===== src/rtl/bufseq_pkg.sv =====
package bufseq_pkg;

    localparam int WORD_BYTES = 4;

    typedef enum logic {
        BM_PINGPONG = 1'b0,
        BM_CIRCULAR = 1'b1
    } buf_mode_e;

    typedef enum logic [1:0] {
        SQ_IDLE  = 2'd0,
        SQ_RUN   = 2'd1,
        SQ_STALL = 2'd2
    } seq_state_e;

    typedef enum logic [1:0] {
        SRC_EXT  = 2'd0,
        SRC_SLOT = 2'd1,
        SRC_IN   = 2'd2
    } region_src_e;

    function automatic logic circ_allowed(input logic circ, input logic sync);
        return !circ || sync;
    endfunction

endpackage


===== src/rtl/bufseq_slot.sv =====
module bufseq_slot #(
    parameter int ADDR_W = 16
) (
    input  logic              clk,
    input  logic              rst,
    input  logic              wr,
    input  logic              take,
    input  logic [ADDR_W-1:0] wr_first,
    input  logic [ADDR_W-1:0] wr_last,
    output logic              valid,
    output logic [ADDR_W-1:0] first,
    output logic [ADDR_W-1:0] last
);

    always_ff @(posedge clk) begin
        if (rst) begin
            valid <= 1'b0;
            first <= '0;
            last  <= '0;
        end else if (wr) begin
            valid <= 1'b1;
            first <= wr_first;
            last  <= wr_last;
        end else if (take) begin
            valid <= 1'b0;
        end
    end

    AST_SLOT_FILL: assert property (@(posedge clk) disable iff (rst)
        wr |=> valid);

    AST_SLOT_DRAIN: assert property (@(posedge clk) disable iff (rst)
        take && !wr |=> !valid);

endmodule


===== src/rtl/bufseq_addr.sv =====
module bufseq_addr
    import bufseq_pkg::*;
#(
    parameter int ADDR_W = 16
) (
    input  logic              clk,
    input  logic              rst,
    input  logic              reg_ld,
    input  logic [ADDR_W-1:0] reg_first,
    input  logic [ADDR_W-1:0] reg_last,
    input  logic              wrap,
    input  logic              inc,
    output logic [ADDR_W-1:0] addr,
    output logic              at_last
);

    localparam logic [ADDR_W-1:0] STEP = ADDR_W'(WORD_BYTES);

    logic [ADDR_W-1:0] first_q;
    logic [ADDR_W-1:0] last_q;

    always_ff @(posedge clk) begin
        if (rst) begin
            addr    <= '0;
            first_q <= '0;
            last_q  <= '0;
        end else if (reg_ld) begin
            addr    <= reg_first;
            first_q <= reg_first;
            last_q  <= reg_last;
        end else if (wrap) begin
            addr <= first_q;
        end else if (inc) begin
            addr <= addr + STEP;
        end
    end

    assign at_last = (addr == last_q);

    AST_ADDR_HOLD: assert property (@(posedge clk) disable iff (rst)
        !reg_ld && !wrap && !inc |=> $stable(addr));

    AST_WRAP_TO_FIRST: assert property (@(posedge clk) disable iff (rst)
        wrap && !reg_ld |=> addr == first_q);

endmodule


===== src/rtl/bufseq_ctrl.sv =====
module bufseq_ctrl
    import bufseq_pkg::*;
(
    input  logic        clk,
    input  logic        rst,
    input  logic        mode_sel,
    input  logic        sync_chan,
    input  logic        ready,
    input  logic        xfer,
    input  logic        nxt_load,
    input  logic        irq_clr,
    input  logic        at_last,
    input  logic        slot_valid,
    output logic        reg_ld,
    output region_src_e src,
    output logic        wrap,
    output logic        inc,
    output logic        slot_take,
    output logic        slot_wr,
    output logic        sw_irq,
    output logic        busy,
    output logic        stall,
    output logic        cfg_err
);

    seq_state_e state, nxt_state;
    buf_mode_e  mode_q;
    logic       sw, bypass, cfg_set;

    always_comb begin
        nxt_state = state;
        reg_ld    = 1'b0;
        src       = SRC_EXT;
        wrap      = 1'b0;
        inc       = 1'b0;
        slot_take = 1'b0;
        sw        = 1'b0;
        bypass    = 1'b0;
        cfg_set   = 1'b0;
        case (state)
            SQ_IDLE: begin
                if (ready && !cfg_err) begin
                    if (!circ_allowed(mode_sel, sync_chan)) begin
                        cfg_set = 1'b1;
                    end else begin
                        reg_ld    = 1'b1;
                        src       = SRC_EXT;
                        nxt_state = SQ_RUN;
                    end
                end
            end
            SQ_RUN: begin
                if (xfer) begin
                    if (!at_last) begin
                        inc = 1'b1;
                    end else if (mode_q == BM_CIRCULAR) begin
                        wrap = 1'b1;
                    end else if (slot_valid) begin
                        reg_ld    = 1'b1;
                        src       = SRC_SLOT;
                        slot_take = 1'b1;
                        sw        = 1'b1;
                    end else if (nxt_load) begin
                        reg_ld = 1'b1;
                        src    = SRC_IN;
                        bypass = 1'b1;
                        sw     = 1'b1;
                    end else begin
                        nxt_state = SQ_STALL;
                    end
                end
                if (!ready) nxt_state = SQ_IDLE;
            end
            SQ_STALL: begin
                if (!ready) begin
                    nxt_state = SQ_IDLE;
                end else if (nxt_load) begin
                    reg_ld    = 1'b1;
                    src       = SRC_IN;
                    bypass    = 1'b1;
                    sw        = 1'b1;
                    nxt_state = SQ_RUN;
                end
            end
            default: nxt_state = SQ_IDLE;
        endcase
    end

    assign slot_wr = nxt_load && !bypass;
    assign busy    = (state != SQ_IDLE);
    assign stall   = (state == SQ_STALL);

    always_ff @(posedge clk) begin
        if (rst) begin
            state   <= SQ_IDLE;
            mode_q  <= BM_PINGPONG;
            sw_irq  <= 1'b0;
            cfg_err <= 1'b0;
        end else begin
            state <= nxt_state;
            if (state == SQ_IDLE && reg_ld) mode_q <= buf_mode_e'(mode_sel);
            if (sw)           sw_irq <= 1'b1;
            else if (irq_clr) sw_irq <= 1'b0;
            if (!ready)       cfg_err <= 1'b0;
            else if (cfg_set) cfg_err <= 1'b1;
        end
    end

    AST_IRQ_STICKY: assert property (@(posedge clk) disable iff (rst)
        sw_irq && !irq_clr |=> sw_irq);

    AST_SWITCH_BEATS_CLEAR: assert property (@(posedge clk) disable iff (rst)
        sw && irq_clr |=> sw_irq);

    AST_STALL_ONLY_PP: assert property (@(posedge clk) disable iff (rst)
        stall |-> mode_q == BM_PINGPONG);

    AST_CIRC_NO_IRQ: assert property (@(posedge clk) disable iff (rst)
        busy && mode_q == BM_CIRCULAR && !sw_irq |=> !sw_irq);

    AST_CFG_NOT_BUSY: assert property (@(posedge clk) disable iff (rst)
        cfg_err |-> !busy);

    AST_READY_DROP: assert property (@(posedge clk) disable iff (rst)
        busy && !ready |=> !busy);

endmodule


===== src/rtl/bufseq_top.sv =====
module bufseq_top
    import bufseq_pkg::*;
#(
    parameter int ADDR_W = 16
) (
    input  logic              clk,
    input  logic              rst,
    input  logic              mode_sel,
    input  logic              sync_chan,
    input  logic              ready,
    input  logic [ADDR_W-1:0] start_addr,
    input  logic [ADDR_W-1:0] end_addr,
    input  logic [ADDR_W-1:0] nxt_first,
    input  logic [ADDR_W-1:0] nxt_last,
    input  logic              nxt_load,
    input  logic              xfer,
    input  logic              irq_clr,
    output logic [ADDR_W-1:0] cur_addr,
    output logic              sw_irq,
    output logic              busy,
    output logic              stall,
    output logic              cfg_err
);

    typedef struct packed {
        logic [ADDR_W-1:0] first;
        logic [ADDR_W-1:0] last;
    } region_t;

    region_t     slot_r, sel_r;
    logic        slot_valid, slot_wr, slot_take;
    logic        reg_ld, wrap, inc, at_last;
    region_src_e src;

    bufseq_slot #(.ADDR_W(ADDR_W)) u_slot (
        .clk      (clk),
        .rst      (rst),
        .wr       (slot_wr),
        .take     (slot_take),
        .wr_first (nxt_first),
        .wr_last  (nxt_last),
        .valid    (slot_valid),
        .first    (slot_r.first),
        .last     (slot_r.last)
    );

    always_comb begin
        case (src)
            SRC_SLOT: sel_r = slot_r;
            SRC_IN:   sel_r = '{first: nxt_first, last: nxt_last};
            default:  sel_r = '{first: start_addr, last: end_addr};
        endcase
    end

    bufseq_addr #(.ADDR_W(ADDR_W)) u_addr (
        .clk       (clk),
        .rst       (rst),
        .reg_ld    (reg_ld),
        .reg_first (sel_r.first),
        .reg_last  (sel_r.last),
        .wrap      (wrap),
        .inc       (inc),
        .addr      (cur_addr),
        .at_last   (at_last)
    );

    bufseq_ctrl u_ctrl (
        .clk        (clk),
        .rst        (rst),
        .mode_sel   (mode_sel),
        .sync_chan  (sync_chan),
        .ready      (ready),
        .xfer       (xfer),
        .nxt_load   (nxt_load),
        .irq_clr    (irq_clr),
        .at_last    (at_last),
        .slot_valid (slot_valid),
        .reg_ld     (reg_ld),
        .src        (src),
        .wrap       (wrap),
        .inc        (inc),
        .slot_take  (slot_take),
        .slot_wr    (slot_wr),
        .sw_irq     (sw_irq),
        .busy       (busy),
        .stall      (stall),
        .cfg_err    (cfg_err)
    );

endmodule


===== config.mk =====
export PLATFORM = sky130hd
export DESIGN_NAME = bufseq_top
export DESIGN_NICKNAME = d
export VERILOG_FILES = /design/src/rtl/bufseq_pkg.sv /design/src/rtl/bufseq_slot.sv /design/src/rtl/bufseq_addr.sv /design/src/rtl/bufseq_ctrl.sv /design/src/rtl/bufseq_top.sv
export SDC_FILE = /design/constraint.sdc
export NUM_CORES = 1
export LEC_CHECK = 0
export BUFFER_PORTS_ARGS = -buffer_cell sky130_fd_sc_hd__buf_2
export CORE_MARGIN = 4
export CORE_UTILIZATION = 60
export DETAILED_ROUTE_END_ITERATION = 10
export PLACE_DENSITY = 0.9
export SLEW_MARGIN = 5
export SYNTH_ARGS = -nofsm -noshare
export SYNTH_HDL_FRONTEND = slang
export SYNTH_SLANG_ARGS = --single-unit

===== constraint.sdc =====
create_clock -name clk -period 4.6 [get_ports clk]
set_clock_uncertainty 0.2 [all_clocks]
set_input_delay 0.46 -clock clk [delete_from_list [all_inputs] [get_ports clk]]
set_output_delay 0.46 -clock clk [all_outputs]
set_load 0.05 [all_outputs]

After elaboration in Yosys (flattened, before gate mapping)

Cells that the tools add are included.

Input bits: 72
Word-level logic and storage cells: 95
Register bits: 86
Output and inout port bits: 20

Multiplexer cells: 56
$add $sub $neg: 1
Equal/unequal tests: 13
Reduce and logical (&&, ||, !) cells: 14
Bitwise logic cells: 1

Operators by type and width:

| cell                    | count |
|---|---|
| $pmux W32 S2            | 1 |
| $mux W16                | 3 |
| $mux W2                 | 16 |
| $mux W1                 | 31 |
| $add A16 B3 Y16 const B | 1 |
| $eq A16 B16 Y1          | 1 |
| $ne A3 B3 Y1 const B    | 5 |
| $reduce_and A8 Y1       | 1 |
| $pmux W2 S3             | 1 |
| $reduce_bool A2 Y1      | 3 |
| $eq A2 B1 Y1 const B    | 2 |
| $eq A2 B2 Y1 const B    | 2 |
| $ne A2 B1 Y1 const B    | 2 |
| $pmux W1 S2             | 2 |
| $pmux W2 S2             | 1 |
| $logic_and A1 B1 Y1     | 3 |
| $logic_not A1 Y1        | 3 |
| $ne A3 B2 Y1 const B    | 1 |
| $pmux W1 S3             | 1 |
| $reduce_bool A3 Y1      | 1 |
| $logic_not A2 Y1        | 1 |
| $reduce_or A2 Y1        | 1 |
| $logic_or A1 B1 Y1      | 1 |
| $not A1 Y1              | 1 |

Longest topological paths before layout

Gate-level depths: netlist (run 1).

Depth in word-level cells: 9
Depth in mapped cells: 14

Hierarchy

From an unflattened synthesis (run 1), not the netlist that was laid out.

Cell total of the unflattened synthesis: 556
Area total of the unflattened synthesis: 4778.3 um^2

Modules (own cells, without submodules):

| module      | cells an instance | times used | area each (um^2) |
|---|---|---|---|
| bufseq_addr | 282               | 1          | 2496.1 |
| bufseq_slot | 108               | 1          | 1204.9 |
| bufseq_top  | 113               | 1          | 636.9 |
| bufseq_ctrl | 53                | 1          | 440.4 |

Least setup slack after synthesis (run 1)

OpenSTA, ideal clock, no wires.

Path kind: flip-flop to flip-flop
From: reg u_addr.addr[5]
To: reg u_addr.addr[10]
Period minus slack after synthesis: 3435 ps
Buffers on the path: 3
Data arrival time: 3144 ps
Setup slack: 1165 ps
Required time: 4309 ps
Stages on the path, launching flop included: 14
Cells stage by stage: dfxtp_1 xor2_1 nor4_2 nand4_2 clkbuf_1 nor4_1 o211ai_1 ha_1 clkbuf_1 clkbuf_1 nand2_1 o21ai_0 nand2_1 a311oi_1

Cells in the longest elaborated chain, start to end: 7
Elaborated cells on any way between the ends: 21
Those cells by class: add/sub (1); eq/ne (3); mux (16); reduce/logical (1)

Ends and longest elaborated chain:

| element                                             | RTL line          | source |
|---|---|---|
| from (decl)                                         | bufseq_addr.sv:13 | `output logic [ADDR_W-1:0] addr,` |
| from (signal assigned)                              | bufseq_addr.sv:28 | `addr <= reg_first;` |
| from (signal assigned)                              | bufseq_addr.sv:32 | `addr <= first_q;` |
| from (signal assigned)                              | bufseq_addr.sv:34 | `addr <= addr + STEP;` |
| $eq A16 B16 Y1                                      | bufseq_addr.sv:38 | `assign at_last = (addr == last_q);` |
| $mux W2                                             | bufseq_ctrl.sv:54 | `if (!at_last) begin` |
| $mux W2                                             | bufseq_ctrl.sv:53 | `if (xfer) begin` |
| $pmux W2 S2                                         | bufseq_ctrl.sv:40 | `case (state)` |
| $eq A2 B2 Y1 / $eq A2 B1 Y1 (equally long branches) | bufseq_top.sv:48  | `case (src)` |
| $pmux W32 S2                                        | bufseq_top.sv:48  |  |
| $mux W16                                            | bufseq_addr.sv:27 | `end else if (reg_ld) begin` |

Several ways; a longest one is shown, not always the timed one. The select of a mux whose other input is x is not followed.
A chain may end at the register's enable or synchronous reset.

Final worst setup path (run 1)

From: reg u_addr.addr[8]
To: reg u_addr.last_q[6]

Cells in the longest elaborated chain, start to end: 6
Elaborated cells on any way between the ends: 10
Those cells by class: eq/ne (3); mux (7)

Ends and longest elaborated chain:

| element                                             | RTL line          | source |
|---|---|---|
| $eq A16 B16 Y1 (*)                                  | bufseq_addr.sv:38 |  |
| $mux W2                                             | bufseq_ctrl.sv:54 |  |
| $mux W2                                             | bufseq_ctrl.sv:53 |  |
| $pmux W2 S2                                         | bufseq_ctrl.sv:40 |  |
| $eq A2 B2 Y1 / $eq A2 B1 Y1 (equally long branches) | bufseq_top.sv:48  |  |
| $pmux W32 S2                                        | bufseq_top.sv:48  |  |
| to (signal assigned)                                | bufseq_addr.sv:30 | `last_q <= reg_last;` |
| to (decl)                                           | bufseq_addr.sv:20 | `logic [ADDR_W-1:0] last_q;` |

Mark *: on every way between the ends. The rest lies on a longest branch, timed or not.

==> flow_metrics.py, run 1 <==
metrics = {
    "grt": {
        "antenna_found_initial": 0,
        "grt_max_degree": 53,
        "grt_usage": 0.277,
        "grt_pass1_vias": 4089,
        "grt_pass1_wl_um": 19700,
        "overflow": 0,
    },
    "clock_tree": {
        "cts-hold-fix-buffers": 0,
        "cts_tree": "yes",
        "cts_resized": 0,
        "cts_setup_buffers": 0,
        "numCtsBuffers": 9,
        "clockRootBuffer": "clkbuf_8",
        "clk_latency_ns": 0.36,
        "cts_sinks": 86,
        "clk_pin_slew_ns": 0.09,
        "clockBufferDepth": 2,
        "cts_htree_levels": 3,
    },
    "timing": {
        "worst_pin_slew_ns": 1.26,
        "max_freq_mhz": 253,
        "post-route-period-util": 0.858,
        "drv_slew": 0,
        "post-route-min-period_ns": 3.95,
        "setup_viol": 0,
        "fin_ws_ns": 0.654,
        "hold_violations": 0,
        "slew_headroom": 0.160,
        "fin_setup_tns_ns": 0,
        "rsz0062_at_grt": "false",
    },
    "critical_path": {
        "crit_path_max_fanout": 33,
        "cp_slowest_stage_delay_ns": 0.83,
        "cp_common_cell": "nand2_1",
        "critical_path_buf_inv_count": 1,
        "required_ns": 4.69,
        "crit_path_end_kind": "flop",
        "worstPathArrival_ns": 4.04,
        "cp_slowest_cell": "ha_1",
        "crit_chain": "xor2_1, nor4_2, nand4_2, nor4_1, o211ai_1, ha_1, buf_4, nand2_1, o21ai_0, nand2_1, a21oi_1",
        "start_kind": "flop",
        "cp_top_family": "simple AND/OR/NAND/NOR gates",
        "crit_type": "reg -> reg",
    },
    "outcome": {
        "status": "complete, no violations",
    },
    "synth": {
        "synth.area.top_cells": "dfxtp_1, nand2_1, mux2i_1",
        "synth_async_sr_flop_share": 0,
        "synth.distinct_cells": 43,
        "synth_common_cells": "nand2_1, dfxtp_1, nor2_1, o21ai_0, a21oi_1",
        "ys_warn_count": 0,
        "yosys.area.top_type": "dfxtp_1",
        "syn-cell-area_um2": 4570,
        "synth_cells": 566,
        "synth_most_common_cell": "nand2_1",
        "synth.top_cell.area_share": 0.377,
        "synth_nets": 645,
        "synth_edf_count": 0,
        "ys_seq_area_frac": 0.377,
        "ys_ff_latch": 86,
        "syn_avg_cell_area_um2": 8.07,
        "ys.flop_type": "dfxtp_1",
    },
    "layout": {
        "fillers": 565,
        "n_antenna_cell": 0,
        "fin_util": 0.712,
        "final_nets": 709,
        "postLayoutCellArea_um2": 5220,
        "drive_gt1_frac": 0.197,
        "areaGrowthSynthToFinish_pct": 14.4,
    },
    "flow_run": {
        "maxCapViolCount": 0,
    },
    "pwr": {
        "vdd_drop_max_mv": 0.309,
        "p_leak_nw": 2.20,
        "power.total_mw": 2.15,
        "p_per_area_nw_per_um2": 412,
    },
    "detailed_routing": {
        "avgRoutedWirePerCell_um": 16.7,
        "num_vias": 4368,
        "via_per_inst": 5.95,
        "drt_wl_total_um": 12300,
        "drc": 0,
        "ant_nets": 0,
        "drtPass1Iterations": 5,
        "wl_met2_um": 5750,
        "highest_layer": "met4",
        "met1_length_um": 5430,
        "wl_met3_um": 886,
        "drt-initial-drc-count": 386,
    },
    "place": {
        "numPortBuffers": 91,
        "gp_congestion": 0.953,
        "dpl-instance-area_um2": 5000,
        "place_ws_ns": 0.773,
        "dp_hpwl_um": 8930,
    },
    "die": {
        "start_util": 0.623,
        "die_y_um": 95.2,
        "placementRows": 31,
        "ios": 92,
        "fp.dieArea_um2": 9070,
        "chipWidth_um": 95.2,
        "core-area_um2": 7330,
    },
    "min_path": {
        "min_path_type": "in -> reg",
    },
}
[metal layers]
layer | global-route usage | up-vias
li1 | - | 2126
met1 | 0.371 | 2028
met2 | 0.428 | 191
met3 | 0.0829 | 23
met4 | 0.0853 | 0
met5 | 0 | -
[final cells by class]
cell class | instances | area, um^2 | area share
inverter | 7 | 26.3 | 0.00503
clock buffer | 10 | 138 | 0.0264
sequential | 86 | 1720 | 0.330
multi-input combinational | 429 | 2630 | 0.503
clock inverter | 6 | 85.1 | 0.0163
timing repair buffer | 97 | 500 | 0.0958
tap | 99 | 124 | 0.0237
[report_power, final]
| group | total, mW | leakage [nW] | switching [mW] | internal, mW |
|---|---|---|---|---|
| registers | 0.924 | 0.708 | 0.0970 | 0.827 |
| clock network | 0.595 | 0.108 | 0.276 | 0.319 |
| logic | 0.630 | 1.39 | 0.420 | 0.210 |
[flip-flops by register name, indices dropped and copies added, names as in the netlist]
| name | cells |
|---|---|
| u_slot.last | 16 |
| u_slot.first | 16 |
| u_ctrl.state | 2 |
| u_ctrl.mode_q | 1 |
| u_addr.addr | 16 |
| u_ctrl.sw_irq | 1 |
| u_ctrl.cfg_err | 1 |
| u_slot.valid | 1 |
| u_addr.first_q | 16 |
| u_addr.last_q | 16 |
[placed cells by master, fill, tap and decap left out, types with 5 or more instances in the layout]
cell | netlist | routed
a22oi_1 | 32 | 32
nand3_1 | 11 | 11
buf_2 | 7 | 91
mux2i_1 | 32 | 32
dfxtp_1 | 86 | 86
nand4_1 | 5 | 5
o211ai_1 | 14 | 14
ha_1 | 7 | 7
o21ai_0 | 49 | 49
nand2_1 | 107 | 107
a21oi_1 | 36 | 36
nor2_1 | 54 | 54
a311oi_1 | 15 | 15
clkbuf_8 | 0 | 10
inv_1 | 7 | 7
buf_4 | 5 | 6
xor2_1 | 27 | 27
[worst paths after layout]
kind                          start                 to  slack [ns]  depth (start not counted)
hold / removal         nxt_last[15]    u_slot.last[15]        0.15                          3
hold reg to reg   u_addr.first_q[1]  u_addr.first_q[1]        0.26                          2
setup reg to reg     u_addr.addr[8]   u_addr.last_q[6]        0.65                         11
setup / recovery     u_addr.addr[8]   u_addr.last_q[6]        0.65                         11
[worst min-delay path, cell delays in order]
cell	delay [ns]
buf_2	0.09
mux2i_1	0.06
nor2_1	0.07
[metrics by stage]
step | hold WS [ns] | cells
2_1_floorplan | 0.232 | 566
3_3_place_gp | 0.242 | 718
3_5_place_dp | 0.247 | 718
4_1_cts | 0.146 | 734
5_1_grt | 0.153 | 734
6_report | 0.153 | 734
[cell families (layout without fill, tap and decap cells)]
logic type / Yosys count / in the layout / synth area share
and+or+nand+nor: 201 / 201 / 0.193
AOI/OAI and AO/OA: 161 / 161 / 0.236
DFF: 86 / 86 / 0.377
buffers and inverters: 51 / 120 / 0.0512
muxes: 32 / 32 / 0.0702
xor gates and xnor gates: 28 / 28 / 0.0537
adders and majority gates: 7 / 7 / 0.0192
Note: power is estimated with default switching activity, not from simulation.
==> run 2: changes to the inputs <==
--- a/config.mk
+++ b/config.mk
@@ -7,10 +7,10 @@
 export LEC_CHECK = 0
 export BUFFER_PORTS_ARGS = -buffer_cell sky130_fd_sc_hd__buf_2
 export CORE_MARGIN = 4
-export CORE_UTILIZATION = 60
+export CORE_UTILIZATION = 55
 export DETAILED_ROUTE_END_ITERATION = 10
-export PLACE_DENSITY = 0.9
-export SLEW_MARGIN = 5
+export PLACE_DENSITY = 0.84
+export SLEW_MARGIN = 10
 export SYNTH_ARGS = -nofsm -noshare
 export SYNTH_HDL_FRONTEND = slang
 export SYNTH_SLANG_ARGS = --single-unit
==> constraint.sdc (replaced) <==
create_clock -name clk -period 4.2 [get_ports clk]
set_clock_uncertainty 0.2 [all_clocks]
set_input_delay 0.42 -clock clk [delete_from_list [all_inputs] [get_ports clk]]
set_output_delay 0.42 -clock clk [all_outputs]
set_load 0.05 [all_outputs]
==> flow_metrics.py, run 2 (synthesized netlist as in run 1, its figures left out) <==
metrics = {
    "die": {
        "die_y_um": 99.1,
        "chipWidth_um": 99.1,
        "fp.dieArea_um2": 9820,
        "placementRows": 32,
        "core-area_um2": 7890,
        "start_util": 0.579,
        "ios": 92,
    },
    "min_path": {
        "hp-start": "nxt_first[9]",
        "min_path_type": "in -> reg",
    },
    "detailed_routing": {
        "drc": 0,
        "ant_nets": 0,
        "drt-initial-drc-count": 520,
        "via_per_inst": 6.08,
        "avgRoutedWirePerCell_um": 17.7,
        "drt_wl_total_um": 13100,
        "drtPass1Iterations": 5,
        "num_vias": 4508,
    },
    "timing": {
        "worst_pin_slew_ns": 0.846,
        "rsz0062_at_grt": "false",
        "max_freq_mhz": 265,
        "hold_slack_ns": 0.118,
        "post-route-min-period_ns": 3.77,
        "fin_setup_tns_ns": 0,
        "hold_violations": 0,
        "setup_viol": 0,
        "drv_slew": 0,
        "slew_headroom": 0.436,
        "post-route-period-util": 0.899,
    },
    "critical_path": {
        "required_ns": 4.25,
        "cp_slowest_cell": "ha_1",
        "crit_start": "u_addr.addr[5]",
        "crit_type": "reg -> reg",
        "start_kind": "flop",
        "crit_path_max_fanout": 18,
        "r2r_setup_slack_ns": 0.43,
        "timing.rr.start": "u_addr.addr[5]",
        "critical_path_buf_inv_count": 1,
        "cp_slowest_stage_delay_ns": 0.65,
        "crit_chain": "xor2_1, nor4_2, nand4_2, nor4_1, o211ai_1, inv_1, ha_1, a22oi_1, o21ai_0, nand2_1, a311oi_1",
        "cp_top_family": "simple AND/OR/NAND/NOR gates",
        "worstPathArrival_ns": 3.82,
        "crit_path_end_kind": "flop",
    },
    "flow_run": {
        "maxCapViolCount": 0,
    },
    "layout": {
        "drive_gt1_frac": 0.202,
        "final_common_cell": "nand2_1",
        "fillers": 656,
        "areaGrowthSynthToFinish_pct": 15.5,
        "final_cell_mix": "nand2_1, buf_2, dfxtp_1",
        "n_antenna_cell": 0,
        "final_nets": 714,
    },
    "clock_tree": {
        "numCtsBuffers": 9,
        "cts-hold-fix-buffers": 0,
        "cts_setup_buffers": 0,
        "clockRootBuffer": "clkbuf_8",
        "clk_pin_slew_ns": 0.08,
        "cts_htree_levels": 3,
        "clockBufferDepth": 2,
        "clk_latency_ns": 0.35,
        "cts_sinks": 86,
        "cts_resized": 0,
        "cts_tree": "yes",
    },
    "pwr": {
        "p_leak_nw": 2.24,
        "p_per_area_nw_per_um2": 448,
        "vdd_drop_max_mv": 0.214,
    },
    "grt": {
        "grt_max_degree": 65,
        "antenna_found_initial": 0,
        "grt_pass1_wl_um": 20600,
        "grt_pass1_vias": 4093,
        "overflow": 0,
        "grt_usage": 0.258,
    },
    "outcome": {
        "status": "complete, no violations",
    },
    "place": {
        "numPortBuffers": 91,
        "dp_hpwl_um": 9170,
        "gp_congestion": 0.899,
    },
}
## run 2: cell count changes in the layout (fill, tap and decap cells not counted), sizes merged
cell      change
clkinvlp      -1
buf           +5
clkinv        +1
## run 2: worst paths after layout
kind / to / cells past startpoint
setup / recovery: u_addr.addr[7] / 11
hold / removal: u_slot.first[9] / 3
setup reg to reg: u_addr.addr[7] / 11
hold reg to reg: u_addr.first_q[1] / 2
## run 2: power by group
part / internal, mW / leakage, nW / switching (mW)
combinational: 0.243 / 1.42 / 0.476
sequential: 0.906 / 0.708 / 0.107
clock: 0.334 / 0.106 / 0.299
## run 2: tightest hold or removal path, cell delays in order
cell,delay [ns]
buf_2,0.09
mux2i_1,0.06
nor2_1,0.07
## run 2: metrics by stage
stage | cell area, um^2 | worst slack, ns | cells | utilization | power, mW
2_1_floorplan | 4570 | 0.765 | 566 | - | 1.53
3_3_place_gp | 5030 | 0.695 | 725 | 0.638 | 1.70
3_5_place_dp | 5030 | 0.586 | 725 | 0.638 | 1.72
4_1_cts | 5250 | 0.484 | 741 | 0.665 | 2.34
5_1_grt | 5280 | 0.242 | 742 | 0.669 | 2.47
6_report | 5280 | 0.425 | 742 | 0.669 | 2.37
## run 2: area by class of cell
cell class / instances / area, um^2 / share of cell area
clock buffer: 10 / 128 / 0.0242
clock inverter: 6 / 86.3 / 0.0164
inverter: 7 / 26.3 / 0.00498
multi-input combinational: 429 / 2630 / 0.498
sequential: 86 / 1720 / 0.326
tap: 102 / 128 / 0.0242
timing repair buffer: 102 / 558 / 0.106
## run 2: per-layer routing
layer  global-route usage  vias to the layer above  part of all wire
met3               0.0442                       17             0.091
met5                    0                        -                 0
met2                0.387                      228              0.46
li1                     -                     2135                 -
met1                0.378                     2128              0.44
met4               0.0756                        0             0.013
==> run 3: changes to the inputs <==
--- a/config.mk
+++ b/config.mk
@@ -5,7 +5,7 @@
 export SDC_FILE = /design/constraint.sdc
 export NUM_CORES = 1
 export LEC_CHECK = 0
-export BUFFER_PORTS_ARGS = -buffer_cell sky130_fd_sc_hd__buf_2
+export BUFFER_PORTS_ARGS = -buffer_cell sky130_fd_sc_hd__buf_4
 export CORE_MARGIN = 4
 export CORE_UTILIZATION = 55
 export DETAILED_ROUTE_END_ITERATION = 10
==> flow_metrics.py, run 3 (synthesized netlist as in run 1, its figures left out) <==
metrics = {
    "outcome": {
        "status": "complete, no violations",
    },
    "die": {
        "placementRows": 32,
        "ios": 92,
        "die_y_um": 99.1,
        "chipWidth_um": 99.1,
        "start_util": 0.579,
        "fp.dieArea_um2": 9820,
        "core-area_um2": 7890,
    },
    "layout": {
        "areaGrowthSynthToFinish_pct": 20.7,
        "final_cell_mix": "nand2_1, buf_4, dfxtp_1",
        "final_common_cell": "nand2_1",
        "drive_gt1_frac": 0.202,
        "fillers": 621,
        "n_antenna_cell": 0,
        "stdcell_count": 741,
        "final_nets": 713,
    },
    "detailed_routing": {
        "drc": 0,
        "via_per_inst": 5.95,
        "drt_wl_total_um": 12800,
        "met1_length_um": 5590,
        "wl_met2_um": 6120,
        "highest_layer": "met4",
        "drtPass1Iterations": 5,
        "drt-initial-drc-count": 327,
        "num_vias": 4409,
        "wl_met3_um": 832,
        "ant_nets": 0,
        "avgRoutedWirePerCell_um": 17.3,
    },
    "place": {
        "numPortBuffers": 91,
        "gp_congestion": 0.939,
        "dp_hpwl_um": 9200,
        "dp.cells": 724,
    },
    "grt": {
        "grt_usage": 0.259,
        "grt_max_degree": 88,
        "grt_pass1_vias": 4193,
        "overflow": 0,
        "antenna_found_initial": 0,
        "grt_pass1_wl_um": 20800,
    },
    "critical_path": {
        "cp_top_family": "simple AND/OR/NAND/NOR gates",
        "crit_path_end_kind": "flop",
        "worstPathArrival_ns": 3.53,
        "required_ns": 4.25,
        "cp_slowest_cell": "ha_1",
        "crit_chain": "xor2_1, nor4_2, nand4_2, nor4_1, o211ai_1, inv_1, ha_1, a22oi_1, o21ai_0, nand2_1, a311oi_1",
        "critical_path_buf_inv_count": 1,
        "crit_end": "u_addr.addr[5]",
        "cp_slowest_stage_delay_ns": 0.56,
        "cp_num_cells": 11,
        "crit_type": "reg -> reg",
        "start_kind": "flop",
        "reg2reg_to": "u_addr.addr[5]",
        "r2r_setup_slack_ns": 0.72,
        "crit_start": "u_addr.addr[5]",
        "crit_path_max_fanout": 18,
        "timing.rr.start": "u_addr.addr[5]",
        "rr_worst_depth": 11,
    },
    "timing": {
        "rsz0062_at_grt": "false",
        "fin_setup_tns_ns": 0,
        "drv_slew": 0,
        "setup_viol": 0,
        "post-route-period-util": 0.828,
        "worst_pin_slew_ns": 0.914,
        "post-route-min-period_ns": 3.48,
        "slew_headroom": 0.391,
        "max_freq_mhz": 287,
        "hold_violations": 0,
    },
    "pwr": {
        "p_per_area_nw_per_um2": 438,
        "vdd_drop_max_mv": 0.205,
        "p_leak_nw": 2.30,
        "power.total_mw": 2.42,
    },
    "clock_tree": {
        "clk_latency_ns": 0.35,
        "cts_tree": "yes",
        "cts-hold-fix-buffers": 0,
        "cts_htree_levels": 3,
        "numCtsBuffers": 9,
        "clk_pin_slew_ns": 0.09,
        "clockRootBuffer": "clkbuf_8",
        "clockBufferDepth": 2,
        "cts_resized": 0,
        "cts_sinks": 86,
        "cts_setup_buffers": 0,
    },
    "flow_run": {
        "maxCapViolCount": 0,
    },
    "min_path": {
        "hp-start": "nxt_first[5]",
        "min_path_type": "in -> reg",
    },
}
[run 3: how the worst min path moves through the flow]
stage                              to  depth (start not counted)
floorplan           u_addr.first_q[0]                          2
global placement    u_addr.first_q[0]                          2
detailed placement  u_addr.first_q[0]                          2
CTS                   u_slot.first[5]                          3
global route         u_slot.first[15]                          3
finish                u_slot.first[5]                          3
[run 3: routing by layer]
metal / global-route usage / vias up
li1: - / 2141
met3: 0.0337 / 19
met1: 0.363 / 2074
met2: 0.411 / 175
met5: 0 / -
met4: 0.0882 / 0
[run 3: worst min-delay path, cell delays in order]
cell,delay (ns)
buf_4,0.08
mux2i_1,0.06
nor2_1,0.07
[run 3: stage by stage]
stage / util / cell area [um^2] / worst slack [ns] / hold WS (ns)
6_report: 0.699 / 5510 / 0.720 / 0.111
3_5_place_dp: 0.666 / 5250 / 0.822 / 0.246
4_1_cts: 0.695 / 5490 / 0.755 / 0.105
3_3_place_gp: 0.666 / 5250 / 0.979 / 0.240
5_1_grt: 0.699 / 5510 / 0.406 / 0.118
2_1_floorplan: - / 4570 / 0.765 / 0.232
[run 3: power by group]
part | leakage [nW] | internal [mW] | switching, mW
registers | 0.708 | 0.906 | 0.103
clock network | 0.113 | 0.355 | 0.302
logic | 1.48 | 0.282 | 0.468
[run 3: area by class of cell]
cell class                 instances  area [um^2]  share of cell area
sequential                        86         1720               0.312
clock inverter                     6         93.8              0.0170
multi-input combinational        429         2630               0.477
inverter                           7         26.3             0.00477
timing repair buffer             101          778               0.141
clock buffer                      10          138              0.0250
tap                              102          128              0.0232
